===== config.mk =====
export PLATFORM = sky130hd
export DESIGN_NAME = ssc_rot_ctrl
export DESIGN_NICKNAME = d
export VERILOG_FILES = /design/src/rtl/ssc_pkg.sv /design/src/rtl/ssc_tri_profile.sv /design/src/rtl/ssc_sdm.sv /design/src/rtl/ssc_code_rot.sv /design/src/rtl/ssc_rot_ctrl.sv
export SDC_FILE = /design/constraint.sdc
export NUM_CORES = 1
export LEC_CHECK = 0
export BUFFER_PORTS_ARGS = -buffer_cell sky130_fd_sc_hd__buf_2
export CAP_MARGIN = 5
export CORE_MARGIN = 8
export CORE_UTILIZATION = 60
export DETAILED_ROUTE_END_ITERATION = 10
export PLACE_DENSITY = 0.81
export SYNTH_ARGS = -nofsm -noshare
export SYNTH_HDL_FRONTEND = slang
export SYNTH_SLANG_ARGS = --single-unit

===== constraint.sdc =====
create_clock -name clk -period 4.9 [get_ports clk]
set_input_delay 1.47 -clock clk [delete_from_list [all_inputs] [get_ports clk]]
set_output_delay 1.47 -clock clk [all_outputs]
set_load 0.01 [all_outputs]

===== src/rtl/ssc_pkg.sv =====
package ssc_pkg;
   // signed coarse step produced by the modulator, range -1..+2
   typedef logic signed [2:0] rot_step_t;
   localparam int unsigned SSC_FRAC_W = 16;
   localparam int unsigned SSC_CODE_W = 6;
endpackage


===== src/rtl/ssc_tri_profile.sv =====
module ssc_tri_profile #(
   parameter int unsigned LVL_W = 16,
   parameter int unsigned CNT_W = 16,
   parameter int unsigned LIMIT = 20971
) (
   input  logic             clk,
   input  logic             rst_n,
   input  logic             en_i,
   input  logic [LVL_W-1:0] step_i,
   input  logic [CNT_W-1:0] half_len_i,
   output logic [LVL_W-1:0] level_o
);
   localparam logic [LVL_W:0] LIM_X = LVL_W'(LIMIT);

   logic [CNT_W-1:0] cnt_q;
   logic             dn_q;
   logic [LVL_W:0]   up_sum;
   logic [LVL_W-1:0] nxt_lvl;
   logic             last_tick;

   initial assert (LIMIT < (1 << LVL_W)) else $error("LIMIT exceeds level width");

   assign up_sum    = {1'b0, level_o} + {1'b0, step_i};
   assign last_tick = ({1'b0, cnt_q} + 1'b1) >= {1'b0, half_len_i};

   always_comb begin
      if (!dn_q) begin
         nxt_lvl = (up_sum > LIM_X) ? LIM_X[LVL_W-1:0] : up_sum[LVL_W-1:0];
      end else begin
         nxt_lvl = (level_o > step_i) ? (level_o - step_i) : '0;
      end
   end

   always_ff @(posedge clk or negedge rst_n) begin
      if (!rst_n) begin
         cnt_q   <= '0;
         dn_q    <= 1'b0;
         level_o <= '0;
      end else if (!en_i) begin
         cnt_q   <= '0;
         dn_q    <= 1'b0;
         level_o <= '0;
      end else begin
         level_o <= nxt_lvl;
         if (last_tick) begin
            cnt_q <= '0;
            dn_q  <= ~dn_q;
         end else begin
            cnt_q <= cnt_q + 1'b1;
         end
      end
   end

   p_level_cap_r2: assert property (@(posedge clk) disable iff (!rst_n)
      level_o <= LIM_X[LVL_W-1:0]);

   p_rise_only_r3: assert property (@(posedge clk) disable iff (!rst_n)
      (en_i && !dn_q) |=> (level_o >= $past(level_o)));

   p_fall_only_r3: assert property (@(posedge clk) disable iff (!rst_n)
      (en_i && dn_q) |=> (level_o <= $past(level_o)));
endmodule


===== src/rtl/ssc_sdm.sv =====
module ssc_sdm #(
   parameter int unsigned FRAC_W  = 16,
   parameter bit          MASH_EN = 1'b1
) (
   input  logic                  clk,
   input  logic                  rst_n,
   input  logic                  en_i,
   input  logic                  order_i,
   input  logic [FRAC_W-1:0]     x_i,
   output ssc_pkg::rot_step_t    y_o
);
   import ssc_pkg::*;

   logic [FRAC_W-1:0] acc1_q;
   logic [FRAC_W:0]   sum1;
   rot_step_t         y_nxt;

   initial assert (FRAC_W >= 4) else $error("FRAC_W too small");

   assign sum1 = {1'b0, acc1_q} + {1'b0, x_i};

   generate
      if (MASH_EN) begin : g_mash
         logic [FRAC_W-1:0] acc2_q;
         logic              c2_d_q;
         logic [FRAC_W:0]   sum2;
         assign sum2 = {1'b0, acc2_q} + {1'b0, sum1[FRAC_W-1:0]};
         always_comb begin
            if (order_i)
               y_nxt = rot_step_t'({2'b00, sum1[FRAC_W]}) + rot_step_t'({2'b00, sum2[FRAC_W]})
                     - rot_step_t'({2'b00, c2_d_q});
            else
               y_nxt = rot_step_t'({2'b00, sum1[FRAC_W]});
         end
         always_ff @(posedge clk or negedge rst_n) begin
            if (!rst_n) begin
               acc2_q <= '0;
               c2_d_q <= 1'b0;
            end else if (!en_i || !order_i) begin
               acc2_q <= '0;
               c2_d_q <= 1'b0;
            end else begin
               acc2_q <= sum2[FRAC_W-1:0];
               c2_d_q <= sum2[FRAC_W];
            end
         end
      end else begin : g_first
         assign y_nxt = rot_step_t'({2'b00, sum1[FRAC_W]});
      end
   endgenerate

   always_ff @(posedge clk or negedge rst_n) begin
      if (!rst_n) begin
         acc1_q <= '0;
         y_o    <= '0;
      end else if (!en_i) begin
         acc1_q <= '0;
         y_o    <= '0;
      end else begin
         acc1_q <= sum1[FRAC_W-1:0];
         y_o    <= y_nxt;
      end
   end

   p_first_order_r4: assert property (@(posedge clk) disable iff (!rst_n)
      !order_i |=> (y_o == 3'sd0 || y_o == 3'sd1));

   p_mash_range_r5: assert property (@(posedge clk) disable iff (!rst_n)
      (y_o >= -3'sd1) && (y_o <= 3'sd2));
endmodule


===== src/rtl/ssc_code_rot.sv =====
module ssc_code_rot #(
   parameter int unsigned CODE_W = 6
) (
   input  logic               clk,
   input  logic               rst_n,
   input  logic               en_i,
   input  ssc_pkg::rot_step_t y_i,
   output logic [CODE_W-1:0]  code_o,
   output logic               rot_o
);
   logic [CODE_W-1:0] dec;

   initial assert (CODE_W >= 3) else $error("CODE_W too small");

   assign dec = CODE_W'(signed'(y_i));

   always_ff @(posedge clk or negedge rst_n) begin
      if (!rst_n) begin
         code_o <= '0;
         rot_o  <= 1'b0;
      end else if (!en_i) begin
         rot_o  <= 1'b0;
      end else begin
         code_o <= code_o - dec;
         rot_o  <= (y_i != '0);
      end
   end

   p_idle_hold_r6: assert property (@(posedge clk) disable iff (!rst_n)
      !en_i |=> ($stable(code_o) && !rot_o));

   p_strobe_moves_r7: assert property (@(posedge clk) disable iff (!rst_n)
      rot_o |-> (code_o != $past(code_o)));

   p_quiet_still_r7: assert property (@(posedge clk) disable iff (!rst_n)
      !rot_o |-> (code_o == $past(code_o)));
endmodule


===== src/rtl/ssc_rot_ctrl.sv =====
module ssc_rot_ctrl #(
   parameter int unsigned FRAC_W  = ssc_pkg::SSC_FRAC_W,
   parameter int unsigned CNT_W   = 16,
   parameter int unsigned CODE_W  = ssc_pkg::SSC_CODE_W,
   parameter int unsigned PPM_MAX = 5000,
   parameter bit          MASH_EN = 1'b1
) (
   input  logic              clk,
   input  logic              rst_n,
   input  logic              en_i,
   input  logic              order_i,
   input  logic [FRAC_W-1:0] step_i,
   input  logic [CNT_W-1:0]  half_len_i,
   output logic [CODE_W-1:0] code_o,
   output logic              rot_o
);
   import ssc_pkg::*;

   // ceiling in fine units per tick: ppm * phases * 2^FRAC_W / 1e6
   localparam longint unsigned LIM_L =
      (longint'(PPM_MAX) * (longint'(1) << CODE_W) * (longint'(1) << FRAC_W)) / 1000000;
   localparam int unsigned LIMIT = int'(LIM_L);

   logic [FRAC_W-1:0] level;
   rot_step_t         y;

   ssc_tri_profile #(.LVL_W(FRAC_W), .CNT_W(CNT_W), .LIMIT(LIMIT)) u_prof (
      .clk(clk), .rst_n(rst_n), .en_i(en_i),
      .step_i(step_i), .half_len_i(half_len_i), .level_o(level));

   ssc_sdm #(.FRAC_W(FRAC_W), .MASH_EN(MASH_EN)) u_sdm (
      .clk(clk), .rst_n(rst_n), .en_i(en_i), .order_i(order_i),
      .x_i(level), .y_o(y));

   ssc_code_rot #(.CODE_W(CODE_W)) u_rot (
      .clk(clk), .rst_n(rst_n), .en_i(en_i), .y_i(y),
      .code_o(code_o), .rot_o(rot_o));

   p_reset_zero_r1: assert property (@(posedge clk)
      !rst_n |-> (code_o == '0 && !rot_o));
endmodule


# --- After elaboration in Yosys (flattened, before gate mapping) ---
# Cells that the tools add are included.
op_classes:
  n_reduce_logical: 4
  addsub: 9
  eq_ne: 1
  n_bitwise: 1
  mux: 14
  n_lt_le_gt_ge: 3
op_table:
  columns: ["cell", "n"]
  rows:
  - ["2-to-1 mux 16 bit", 8]
  - ["adder 16 x 16 -> 17 bit", 3]
  - ["adder 16 x 1 -> 17 bit (second input constant)", 1]
  - ["greater-or-equal comparator 17 x 16 -> 1 bit", 1]
  - ["> comparator 17 x 15 -> 1 bit (second input constant)", 1]
  - ["adder 16 x 1 -> 16 bit (second input constant)", 1]
  - ["> comparator 16 bit", 1]
  - ["subtractor 16 bit", 1]
  - ["2-to-1 mux 3 bit", 2]
  - ["subtractor 6 bit", 1]
  - ["2-to-1 mux 1 bit", 4]
  - ["nonzero test 3 bit", 1]
  - ["subtractor 3 x 2 -> 3 bit", 1]
  - ["adder 1 x 1 -> 2 bit", 1]
  - ["logical NOT 1 bit", 2]
  - ["!= test 2 x 1 -> 1 bit (second input constant)", 1]
  - ["logical OR 1 bit", 1]
  - ["inverter 1 bit", 1]
totals:
  out_inout_bits: 7
  regBits: 76
  inputBits: 36
  word_cells: 41

# --- Depth between registers and ports, before layout ---
# Gate-level depths: netlist of the first run.
logic_depth:
  ltp_word: 6
  depth_mapped: 22
  mapped_depth_nobuf: 22

# --- Hierarchy ---
# A second synthesis of the first run with hierarchy kept.
unflattened:
  cells_unflattened: 787
  hier_area_um2: 6922.9
by_module_without_submodules:
  columns: ["module", "instances", "seq_area_each_um2", "cells_per_inst", "area_each_um2"]
  rows:
  - ["ssc_tri_profile", 1, 825.8, 453, 3712.3]
  - ["ssc_sdm", 1, 900.9, 283, 2702.6]
  - ["ssc_code_rot", 1, 175.2, 51, 508.0]

# --- Least setup slack after synthesis of the first run ---
# No wires, ideal clock.
synth_timing:
  kind: "register -> register"
  from: "reg u_prof.level_o[1]"
  to: "reg u_sdm.y_o[2]"
  path_buffers: 0
  t_required_ps: 4780
  t_arrival_ps: 3973
  path_slack_ps: 807
  path_stages_with_launch: 22
  period_less_slack_ps: 4093
  cell_sequence: "dfrtp_1 -> inv_1 -> fa_1 -> nor2b_1 -> o21ai_0 -> a21boi_1 -> nor4_1 -> or3_1 -> nand3b_1 -> xor2_1 -> ha_1 -> a21oi_1 -> nor2_1 -> a21oi_1 -> a31oi_1 -> nor3_1 -> nor2_1 -> ha_1 -> inv_1 -> ha_1 -> ha_1 -> and3_1"
synth_via:
  elab_chain_len: 6
synth_rtl:
  columns: ["item", "line_no", "text"]
  rows:
  - ["from (decl)", "ssc_tri_profile.sv:11", "output logic [LVL_W-1:0] level_o"]
  - ["from (signal assigned)", "ssc_tri_profile.sv:44", "level_o <= nxt_lvl;"]
  - ["adder 16 x 16 -> 17 bit *", "ssc_sdm.sv:20", "assign sum1 = {1'b0, acc1_q} + {1'b0, x_i};"]
  - ["adder 16 x 16 -> 17 bit", "ssc_sdm.sv:27", "assign sum2 = {1'b0, acc2_q} + {1'b0, sum1[FRAC_W-1:0]};"]
  - ["adder 1 x 1 -> 2 bit *", "ssc_sdm.sv:30", "y_nxt = rot_step_t'({2'b00, sum1[FRAC_W]}) + rot_step_t'({2'b00, sum2[FRAC_W]})"]
  - ["subtractor 3 x 2 -> 3 bit *", "ssc_sdm.sv:31", "- rot_step_t'({2'b00, c2_d_q});"]
  - ["2-to-1 mux 3 bit *", "ssc_sdm.sv:29", "if (order_i)"]
  - ["2-to-1 mux 3 bit *", "ssc_sdm.sv:56", "end else if (!en_i) begin"]
  - ["to (signal assigned)", "ssc_sdm.sv:61", "y_o <= y_nxt;"]
  - ["to (decl)", "ssc_sdm.sv:10", "output ssc_pkg::rot_step_t y_o"]
# Every way passes the cells marked *; elsewhere a longest branch is shown, timed or not.
# A chain may end at the register's enable or synchronous reset.

# --- Worst setup path in the final report of the first run ---
layout_timing:
  from: "reg u_prof.level_o[0]"
  to: "reg u_sdm.y_o[2]"
# The elaborated chain is that of the path after synthesis.

==> results of run 1 <==
==> area by class of cell <==
type / instances / area (um2) / area share (%)
multi-input cells: 597 / 4390 / 61.0
well taps: 140 / 175 / 2.43
inverters: 64 / 240 / 3.34
flip-flops and latches: 76 / 1900 / 26.4
clock inverters: 4 / 72.6 / 1.01
repair buffers: 49 / 265 / 3.69
clock buffers: 11 / 151 / 2.10
==> state kept, by name (all words and copies together), names as in the netlist <==
| name | count |
|---|---|
| u_sdm.acc1_q | 16 |
| u_prof.level_o | 16 |
| u_rot.code_o | 6 |
| u_sdm.y_o | 3 |
| u_prof.cnt_q | 16 |
| u_prof.dn_q | 1 |
| u_rot.rot_o | 1 |
| u_sdm.g_mash.acc2_q | 16 |
| u_sdm.g_mash.c2_d_q | 1 |
==> worst reg2reg max path, delay by kind of cell (launching register included) <==
kind                     cells  cell delay [ns]
AND/OR/NAND/NOR              8             1.21
adder cells (fa/ha/maj)      6             1.53
XOR/XNOR                     1             0.20
buffers and inverters        2             0.09
flip-flops                   1             0.39
AO/OA/AOI/OAI                5             0.92
==> how the worst max path moves through the flow <==
stage,startpoint,to,slack (ns),depth (start not counted)
2_1_floorplan,u_prof.level_o[1],u_sdm.y_o[2],0.81,21
3_3_place_gp,step_i[0],u_prof.level_o[10],0.24,13
3_5_place_dp,step_i[0],u_prof.level_o[7],0.27,13
4_1_cts,u_prof.level_o[1],u_sdm.y_o[1],0.25,21
5_1_grt,u_prof.level_o[0],u_sdm.y_o[1],0.1,22
6_report,u_prof.level_o[0],u_sdm.y_o[2],0.44,22
==> power groups by stage <==
| stage | combinational [mW] | sequential (mW) | clock, mW |
|---|---|---|---|
| after floorplan | 1.84 | 0.894 | 0 |
| after global placement | 2.23 | 0.915 | 0 |
| after detailed placement | 2.30 | 0.926 | 0 |
| after CTS | 2.32 | 0.913 | 0.561 |
| after global routing | 2.62 | 0.932 | 0.587 |
| final | 2.36 | 0.917 | 0.548 |
==> placed cells by master (no fill, tap or decap), drive strengths merged, types with 7 or more instances in the layout <==
master,netlist,layout
nand3,25,25
xnor2,34,34
a21oi,48,48
o21a,10,10
xor2,16,16
nor2,69,69
nand2b,11,11
nand2,35,35
a211oi,12,12
buf,9,49
o21ai,31,31
ha,89,89
nand3b,8,8
inv,63,63
nand4,19,19
a31oi,9,9
nor2b,28,28
clkbuf,15,11
and2,20,20
nor3,26,26
a21o,13,13
dfrtp,76,76
and3,7,7
==> layer usage <==
layer | part of all wire, % | vias to the layer above
li1 | - | 2771
met1 | 44 | 2673
met2 | 47 | 227
met3 | 7.4 | 25
met4 | 1.4 | 0
met5 | 0 | -
==> metrics by stage <==
step                      instances  power, mW  hold WS (ns)
after floorplan                 761       2.73         0.469
after global placement          926       3.15         0.455
after detailed placement        926       3.22         0.461
after CTS                       941       3.79         0.475
after global routing            941       4.14         0.484
final                           941       3.82         0.474
==> logic make-up (layout without fill, tap and decap cells) <==
logic type	count (synthesis)	count (layout)
buf+inv	88	128
mux	7	7
flops	76	76
simple gates	275	275
xor+xnor	50	50
fa+ha+maj	94	94
compound gates	171	171
==> repair_timing <==
item                       in CTS  in global routing
resized for setup               0                  3
buffers inserted                0                  0
setup endpoints to repair       0                  3
==> flow_metrics.env, run 1 <==
export IMPL_setup_viol=0
export IMPL_grt_use_met3_pct=5.35
export IMPL_met1_usage_pct=29.4
export IMPL_antenna_cells=0
export IMPL_grt_pass1_vias=5702
export IMPL_cts_max_level=3
export IMPL_dr_pass1_iters=5
export IMPL_cpPeakStageDelay_ns=0.40
export IMPL_worstRegToRegCells=22
export IMPL_skew_ns=0.0107
export IMPL_p_leak_nw=3.55
export IMPL_hp_start="u_rot.code_o[5]"
export IMPL_routed_wirelength_mm=15.8
export IMPL_netlist_area_um2=6640
export IMPL_die_h_um=121
export IMPL_vias=5696
export IMPL_yosysMostFrequentCell="ha_1"
export IMPL_clockBufferDepth=2
export IMPL_finalHoldViolCount=0
export IMPL_num_rows=38
export IMPL_num_io_pins=43
export IMPL_synthAdderAreaFrac_pct=18.3
export IMPL_crit_buf_inv=2
export IMPL_crit_fanout=4
export IMPL_grt_pass1_wl_mm=27.0
export IMPL_syn2layout_area_growth_pct=8.34
export IMPL_busiest_layer="met2"
export IMPL_avgSynthCellArea_um2=8.73
export IMPL_place_port_buffers=42
export IMPL_critPathLaunchType="flop"
export IMPL_r2r_setup_slack_ns=0.44
export IMPL_r2r_start="u_prof.level_o[0]"
export IMPL_timing_final_crit_period_ns=4.46
export IMPL_p_sw_mw=1.72
export IMPL_place_congestion=0.955
export IMPL_cts_sinks=76
export IMPL_drv_cap=0
export IMPL_netlist_instances=761
export IMPL_p_sw_share_pct=44.9
export IMPL_synth_compound_area_share_pct=18.1
export IMPL_critPathTopFamily="adder cells"
export IMPL_grt_ovfl_total=0
export IMPL_layout_drive_gt1_share_pct=11.2
export IMPL_required_ns=5.14
export IMPL_end_kind="flop"
export IMPL_internal_power_mw=2.10
export IMPL_rsz0062_at_grt="no"
export IMPL_async_flop_share_pct=100
export IMPL_synthMuxAreaShare_pct=1.30
export IMPL_dp_hpwl_mm=12.2
export IMPL_synth_simple_area_share_pct=21.7
export IMPL_seq_area_frac_synth_pct=28.6
export IMPL_slowest_stage="fa_1"
export IMPL_met2_usage_pct=36.3
export IMPL_crit_path_frequent_cell="ha_1"
export IMPL_powerDensity_nw_per_um2=531
export IMPL_die_width_um=121
export IMPL_worst_pin_slew_ns=0.982
export IMPL_p_seq_share_pct=24.0
export IMPL_coreArea_um2=10800
export IMPL_synth_nets=891
export IMPL_netlist_cell_type_count=75
export IMPL_power_frac_clock_pct=14.3
export IMPL_post_place_ws_ns=0.270
export IMPL_finalSetupTns_ns=0
export IMPL_drt_iter0_markers=568
export IMPL_start_util_pct=61.3
export IMPL_worst_skew_pair_late_latency_ns=0.36
export IMPL_antenna_found_initial=0
export IMPL_utilization_pct=66.4
export IMPL_place_area_um2=6960
export IMPL_netlist_top_cells_area="dfrtp_1 (29%), ha_1 (17%), xnor2_1 (4.5%), nor2_1 (3.9%), a21oi_1 (3.5%)"
export IMPL_drv_slew=0
export IMPL_synth_top_flop_cell="dfrtp_1"
export IMPL_path_clk_slew_ns=0.08
export IMPL_fillCellCount=896
export IMPL_numCtsBuffers=9
export IMPL_netlist_top_cells_count="ha_1 (89), dfrtp_1 (76), nor2_1 (69)"
export IMPL_pwr_share_comb_pct=61.7
export IMPL_synth_top_family_by_area="simple AND/OR/NAND/NOR gates"
export IMPL_status="completed"
export IMPL_r2r_end="u_sdm.y_o[2]"
export IMPL_route_detailed_drc=0
export IMPL_yosysTopAreaCell="dfrtp_1"
export IMPL_grt_max_degree=77
export IMPL_irDropWorstVdd_mv=0.365
export IMPL_critical_path_arrival_ns=4.70
export IMPL_synth_edff_count=0
export IMPL_cts_root_buffer="clkbuf_8"
export IMPL_synth_seq_cells=76
export IMPL_worst_setup_path_type="reg -> reg"
export IMPL_worstPathCellList="ha_1, inv_1, fa_1, nor2b_1, o21ai_0, a21boi_1, nor4_1, or3_1, nand3b_1, xor2_1, ha_1, a21oi_1, nor2_1, a21oi_2, a31oi_1, nor3_2, nor2_1, ha_1, inv_1, ha_1, ha_1, and3_1"
export IMPL_synth_xor_area_share_pct=6.59
export IMPL_grt_total_usage_pct=22.5
export IMPL_fin_ws_ns=0.440
export IMPL_timing_final_crit_share_pct=91.0
export IMPL_drt_vias_per_instance=6.05
export IMPL_maxSlewHeadroom_pct=34.5
export IMPL_hold_path_depth=1
export IMPL_drtAntennaViolNets=0
export IMPL_die_area_um2=14700
export IMPL_wire_per_inst_um=16.8
export IMPL_fin_nets=927
export IMPL_hp_class="reg -> reg"
export IMPL_ctsHoldBuffers=0
export IMPL_min_to="u_rot.code_o[5]"
export IMPL_max_freq_mhz=224
export IMPL_synth_top_cell_area_share_pct=28.6
export IMPL_yosysWarnings=0
export IMPL_cts_tree="yes"
export IMPL_fin_area_um2=7200
Note: power is estimated with default switching activity, not from simulation.
==> run 2: changes to the inputs <==
PLACE_DENSITY = 0.79   (was 0.81)
==> flow_metrics.env, run 2 (synthesized netlist as in run 1, its figures left out) <==
export IMPL_status="completed"
export IMPL_num_rows=38
export IMPL_maxSlewHeadroom_pct=34.6
export IMPL_syn2layout_area_growth_pct=8.40
export IMPL_drt_iter0_markers=484
export IMPL_layout_drive_gt1_share_pct=11.5
export IMPL_die_area_um2=14700
export IMPL_r2r_start="u_prof.level_o[0]"
export IMPL_rsz0062_at_grt="no"
export IMPL_p_leak_nw=3.53
export IMPL_dr_pass1_iters=5
export IMPL_layout_common_cells="ha_1 (89), dfrtp_1 (75), nor2_1 (69)"
export IMPL_r2r_setup_slack_ns=0.44
export IMPL_fin_nets=928
export IMPL_fin_ws_ns=0.436
export IMPL_die_width_um=121
export IMPL_crit_end="u_sdm.y_o[1]"
export IMPL_worst_setup_path_type="reg -> reg"
export IMPL_timing_final_crit_period_ns=4.46
export IMPL_clockBufferDepth=2
export IMPL_drv_slew=0
export IMPL_grt_total_usage_pct=22.7
export IMPL_num_io_pins=43
export IMPL_dp_hpwl_mm=12.4
export IMPL_crit_fanout=3
export IMPL_highest_layer="met4"
export IMPL_wl_met2_mm=7.75
export IMPL_powerDensity_nw_per_um2=531
export IMPL_setup_viol=0
export IMPL_start_util_pct=61.3
export IMPL_path_clk_slew_ns=0.08
export IMPL_worst_skew_pair_late_latency_ns=0.36
export IMPL_finalSetupTns_ns=0
export IMPL_cp_depth=21
export IMPL_timing_final_crit_share_pct=91.1
export IMPL_skew_ns=0.00812
export IMPL_slowest_stage="dfrtp_1"
export IMPL_critPathLaunchType="flop"
export IMPL_cts_sinks=76
export IMPL_drtAntennaViolNets=0
export IMPL_finalHoldViolCount=0
export IMPL_mostFrequentLayoutCell="ha_1"
export IMPL_place_inst=927
export IMPL_cts_root_buffer="clkbuf_8"
export IMPL_grt_pass1_vias=5595
export IMPL_worst_pin_slew_ns=0.981
export IMPL_crit_buf_inv=2
export IMPL_finalPower_mw=3.82
export IMPL_hold_slack_ns=0.469
export IMPL_max_freq_mhz=224
export IMPL_post_cts_setup_buffers=0
export IMPL_wl_met3_um=979
export IMPL_place_congestion=0.911
export IMPL_crit_path_frequent_cell="ha_1"
export IMPL_hp_class="reg -> reg"
export IMPL_cts_tree="yes"
export IMPL_drv_cap=0
export IMPL_antenna_found_initial=0
export IMPL_drt_met1_wl_mm=7.10
export IMPL_post_place_ws_ns=0.313
export IMPL_end_kind="flop"
export IMPL_numCtsBuffers=9
export IMPL_vias=5662
export IMPL_instances_no_fill=943
export IMPL_route_detailed_drc=0
export IMPL_antenna_cells=0
export IMPL_r2r_end="u_sdm.y_o[1]"
export IMPL_cpPeakStageDelay_ns=0.40
export IMPL_die_h_um=121
export IMPL_drt_vias_per_instance=6.00
export IMPL_worstRegToRegCells=21
export IMPL_grt_max_degree=77
export IMPL_grt_pass1_wl_mm=27.0
export IMPL_irDropWorstVdd_mv=0.421
export IMPL_routed_wirelength_mm=16.1
export IMPL_place_port_buffers=42
export IMPL_wire_per_inst_um=17.0
export IMPL_critPathTopFamily="adder cells"
export IMPL_grt_ovfl_total=0
export IMPL_coreArea_um2=10800
export IMPL_critical_path_arrival_ns=4.75
export IMPL_worstPathCellList="ha_1, inv_1, fa_1, nor2b_1, o21ai_0, a21boi_1, nor4_1, or3_1, a31oi_1, a31oi_1, xnor2_1, ha_1, o21ai_0, a31oi_1, nor3_2, nor2_1, ha_1, inv_1, ha_1, ha_1, nor2_1"
export IMPL_required_ns=5.18
export IMPL_cts_max_level=3
export IMPL_cp_startpoint="u_prof.level_o[0]"
run 2: through the flow:
step	area (um2)	util [%]
4_1_cts	7190	66.3
3_5_place_dp	6970	64.3
2_1_floorplan	6640	-
5_1_grt	7200	66.4
3_3_place_gp	6970	64.3
6_report	7200	66.4
run 2: how the worst min path moves through the flow:
stage	endpoint	cells past startpoint	startpoint
finish	u_rot.code_o[5]	1	u_rot.code_o[5]
global route	u_rot.code_o[5]	1	u_rot.code_o[5]
CTS	u_rot.code_o[5]	1	u_rot.code_o[5]
detailed placement	u_rot.code_o[5]	1	u_rot.code_o[5]
global placement	u_rot.code_o[5]	1	u_rot.code_o[5]
floorplan	u_rot.rot_o	2	u_sdm.y_o[0]
run 2: repair_timing:
action | 4_1_cts | 5_1_grt
hold buffers | 0 | 0
setup endpoints to repair | 0 | 3
gates resized for setup | 0 | 4
hold endpoints to repair | 0 | 0
run 2: per-layer routing:
layer / up-vias / track usage [%]
li1: 2772 / -
met1: 2691 / 29.2
met2: 177 / 37.3
met3: 22 / 4.65
met4: 0 / 7.25
met5: - / 0
run 2: report_power, final:
part	leakage, nW	internal, mW	switching (mW)
sequential	1.01	0.797	0.113
clock	0.102	0.287	0.250
combinational	2.42	0.999	1.38
run 2: area by class of cell:
cell class                 instances  area [um2]
tap                              140         175
clock inverter                     6        88.8
inverter                          64         240
fill                             865        3640
sequential                        76        1900
timing repair buffer              50         273
clock buffer                      10         128
multi-input combinational        597        4390
==> run 3: changes to the inputs <==
CORE_ASPECT_RATIO = 1.75   (was default)
CORE_MARGIN = default   (was 8)
==> flow_metrics.env, run 3 (synthesized netlist as in run 1, its figures left out) <==
export IMPL_busiest_layer="met2"
export IMPL_timing_final_crit_period_ns=4.47
export IMPL_multiInputGateArea_um2=4380
export IMPL_worst_pin_slew_ns=1.01
export IMPL_finalSetupTns_ns=0
export IMPL_utilization_pct=67.5
export IMPL_p_leak_nw=3.58
export IMPL_num_rows=50
export IMPL_syn2layout_area_growth_pct=9.38
export IMPL_pwr_share_comb_pct=60.3
export IMPL_maxSlewHeadroom_pct=33.0
export IMPL_hp_start="u_rot.code_o[5]"
export IMPL_p_sw_share_pct=44.5
export IMPL_num_io_pins=43
export IMPL_wire_per_inst_um=17.9
export IMPL_required_ns=5.16
export IMPL_setup_viol=0
export IMPL_clockBufferDepth=2
export IMPL_met2_usage_pct=56.7
export IMPL_worst_setup_path_type="reg -> reg"
export IMPL_skew_ns=0.00678
export IMPL_start_util_pct=61.7
export IMPL_drt_vias_per_instance=6.24
export IMPL_r2r_setup_slack_ns=0.43
export IMPL_numCtsBuffers=9
export IMPL_coreArea_um2=10800
export IMPL_drtAntennaViolNets=0
export IMPL_met1_usage_pct=33.8
export IMPL_p_seq_share_pct=22.7
export IMPL_route_detailed_drc=0
export IMPL_finalHoldViolCount=0
export IMPL_dr_pass1_iters=5
export IMPL_grt_use_met3_pct=4.72
export IMPL_cts_root_buffer="clkbuf_16"
export IMPL_ctsHoldBuffers=0
export IMPL_critical_path_arrival_ns=4.74
export IMPL_r2r_start="u_prof.level_o[0]"
export IMPL_drv_slew=0
export IMPL_vias=5813
export IMPL_internal_power_mw=2.21
export IMPL_min_to="u_rot.code_o[5]"
export IMPL_timing_final_crit_share_pct=91.3
export IMPL_hp_class="reg -> reg"
export IMPL_place_congestion=0.894
export IMPL_antenna_cells=0
export IMPL_hold_path_depth=1
export IMPL_grt_ovfl_total=0
export IMPL_crit_fanout=4
export IMPL_cts_max_level=3
export IMPL_powerDensity_nw_per_um2=549
export IMPL_layout_common_cells="ha_1 (89), dfrtp_1 (75), nor2_1 (69)"
export IMPL_end_kind="flop"
export IMPL_regArea_um2=1900
export IMPL_worst_skew_pair_late_latency_ns=0.35
export IMPL_die_width_um=81.5
export IMPL_mostFrequentLayoutCell="ha_1"
export IMPL_p_sw_mw=1.78
export IMPL_grt_pass1_wl_mm=27.7
export IMPL_power_frac_clock_pct=16.9
export IMPL_path_clk_slew_ns=0.06
export IMPL_die_area_um2=11500
export IMPL_drt_iter0_markers=393
export IMPL_grt_total_usage_pct=31.5
export IMPL_routed_wirelength_mm=16.6
export IMPL_drv_cap=0
export IMPL_fillCellCount=867
export IMPL_place_port_buffers=42
export IMPL_post_cts_setup_buffers=0
export IMPL_critPathLaunchType="flop"
export IMPL_worstRegToRegCells=22
export IMPL_status="completed"
export IMPL_grt_pass1_vias=5997
export IMPL_layout_drive_gt1_share_pct=11.2
export IMPL_irDropWorstVdd_mv=0.436
export IMPL_fin_nets=928
export IMPL_dp_hpwl_mm=12.6
export IMPL_cts_resized=0
export IMPL_grt_max_degree=77
export IMPL_rsz0062_at_grt="no"
export IMPL_r2r_end="u_sdm.y_o[1]"
export IMPL_max_freq_mhz=224
export IMPL_cts_tree="yes"
export IMPL_die_h_um=141
export IMPL_cts_sinks=76
export IMPL_antenna_found_initial=0
run 3: layout make-up:
class / instances / share of cell area [%]
timing repair buffer: 50 / 3.93
sequential: 76 / 26.2
clock buffer: 9 / 3.10
inverter: 64 / 3.31
multi-input combinational: 597 / 60.3
tap: 130 / 2.24
clock inverter: 6 / 0.895
run 3: worst max path at each step:
stage                        endpoint               from
global route             u_sdm.y_o[1]  u_prof.level_o[0]
floorplan                u_sdm.y_o[2]  u_prof.level_o[1]
global placement    u_prof.level_o[1]          step_i[0]
finish                   u_sdm.y_o[1]  u_prof.level_o[0]
CTS                      u_sdm.y_o[1]  u_prof.level_o[1]
detailed placement  u_prof.level_o[7]          step_i[0]
run 3: worst max-delay path, stage by stage, from the launching register on:
cell and delay (ns):
dfrtp_1 0.38, ha_1 0.18, inv_1 0.05, fa_1 0.40, nor2b_1 0.13, o21ai_0 0.11, a21boi_1 0.26, nor4_1 0.12
or3_1 0.38, nand3b_1 0.11, xor2_1 0.19, ha_1 0.31, a21oi_1 0.21, nor2_1 0.08, a21oi_2 0.18, a31oi_1 0.16
nor3_1 0.21, nor2_1 0.08, ha_1 0.28, inv_1 0.04, ha_1 0.17, ha_1 0.26, nor2_1 0.10
run 3: metrics by stage:
step	worst slack (ns)	power, mW	std cells	hold slack (ns)	instance area [um2]
2_1_floorplan	0.807	2.73	761	0.469	6640
3_3_place_gp	0.336	3.17	917	0.457	6970
3_5_place_dp	0.208	3.25	917	0.460	6970
4_1_cts	0.307	3.96	932	0.472	7260
5_1_grt	0.0946	4.31	932	0.528	7270
6_report	0.428	3.99	932	0.468	7270
run 3: per-layer routing:
layer | vias up | share of wire (%)
met1 | 2802 | 38
met5 | - | 0
met3 | 65 | 3.3
met2 | 178 | 54
li1 | 2768 | -
met4 | 0 | 4.7
run 3: power groups by stage:
stage	registers [mW]	logic, mW	clock network, mW
2_1_floorplan	0.894	1.84	0
3_3_place_gp	0.906	2.26	0
3_5_place_dp	0.917	2.33	0
4_1_cts	0.906	2.37	0.678
5_1_grt	0.924	2.68	0.705
6_report	0.908	2.41	0.676
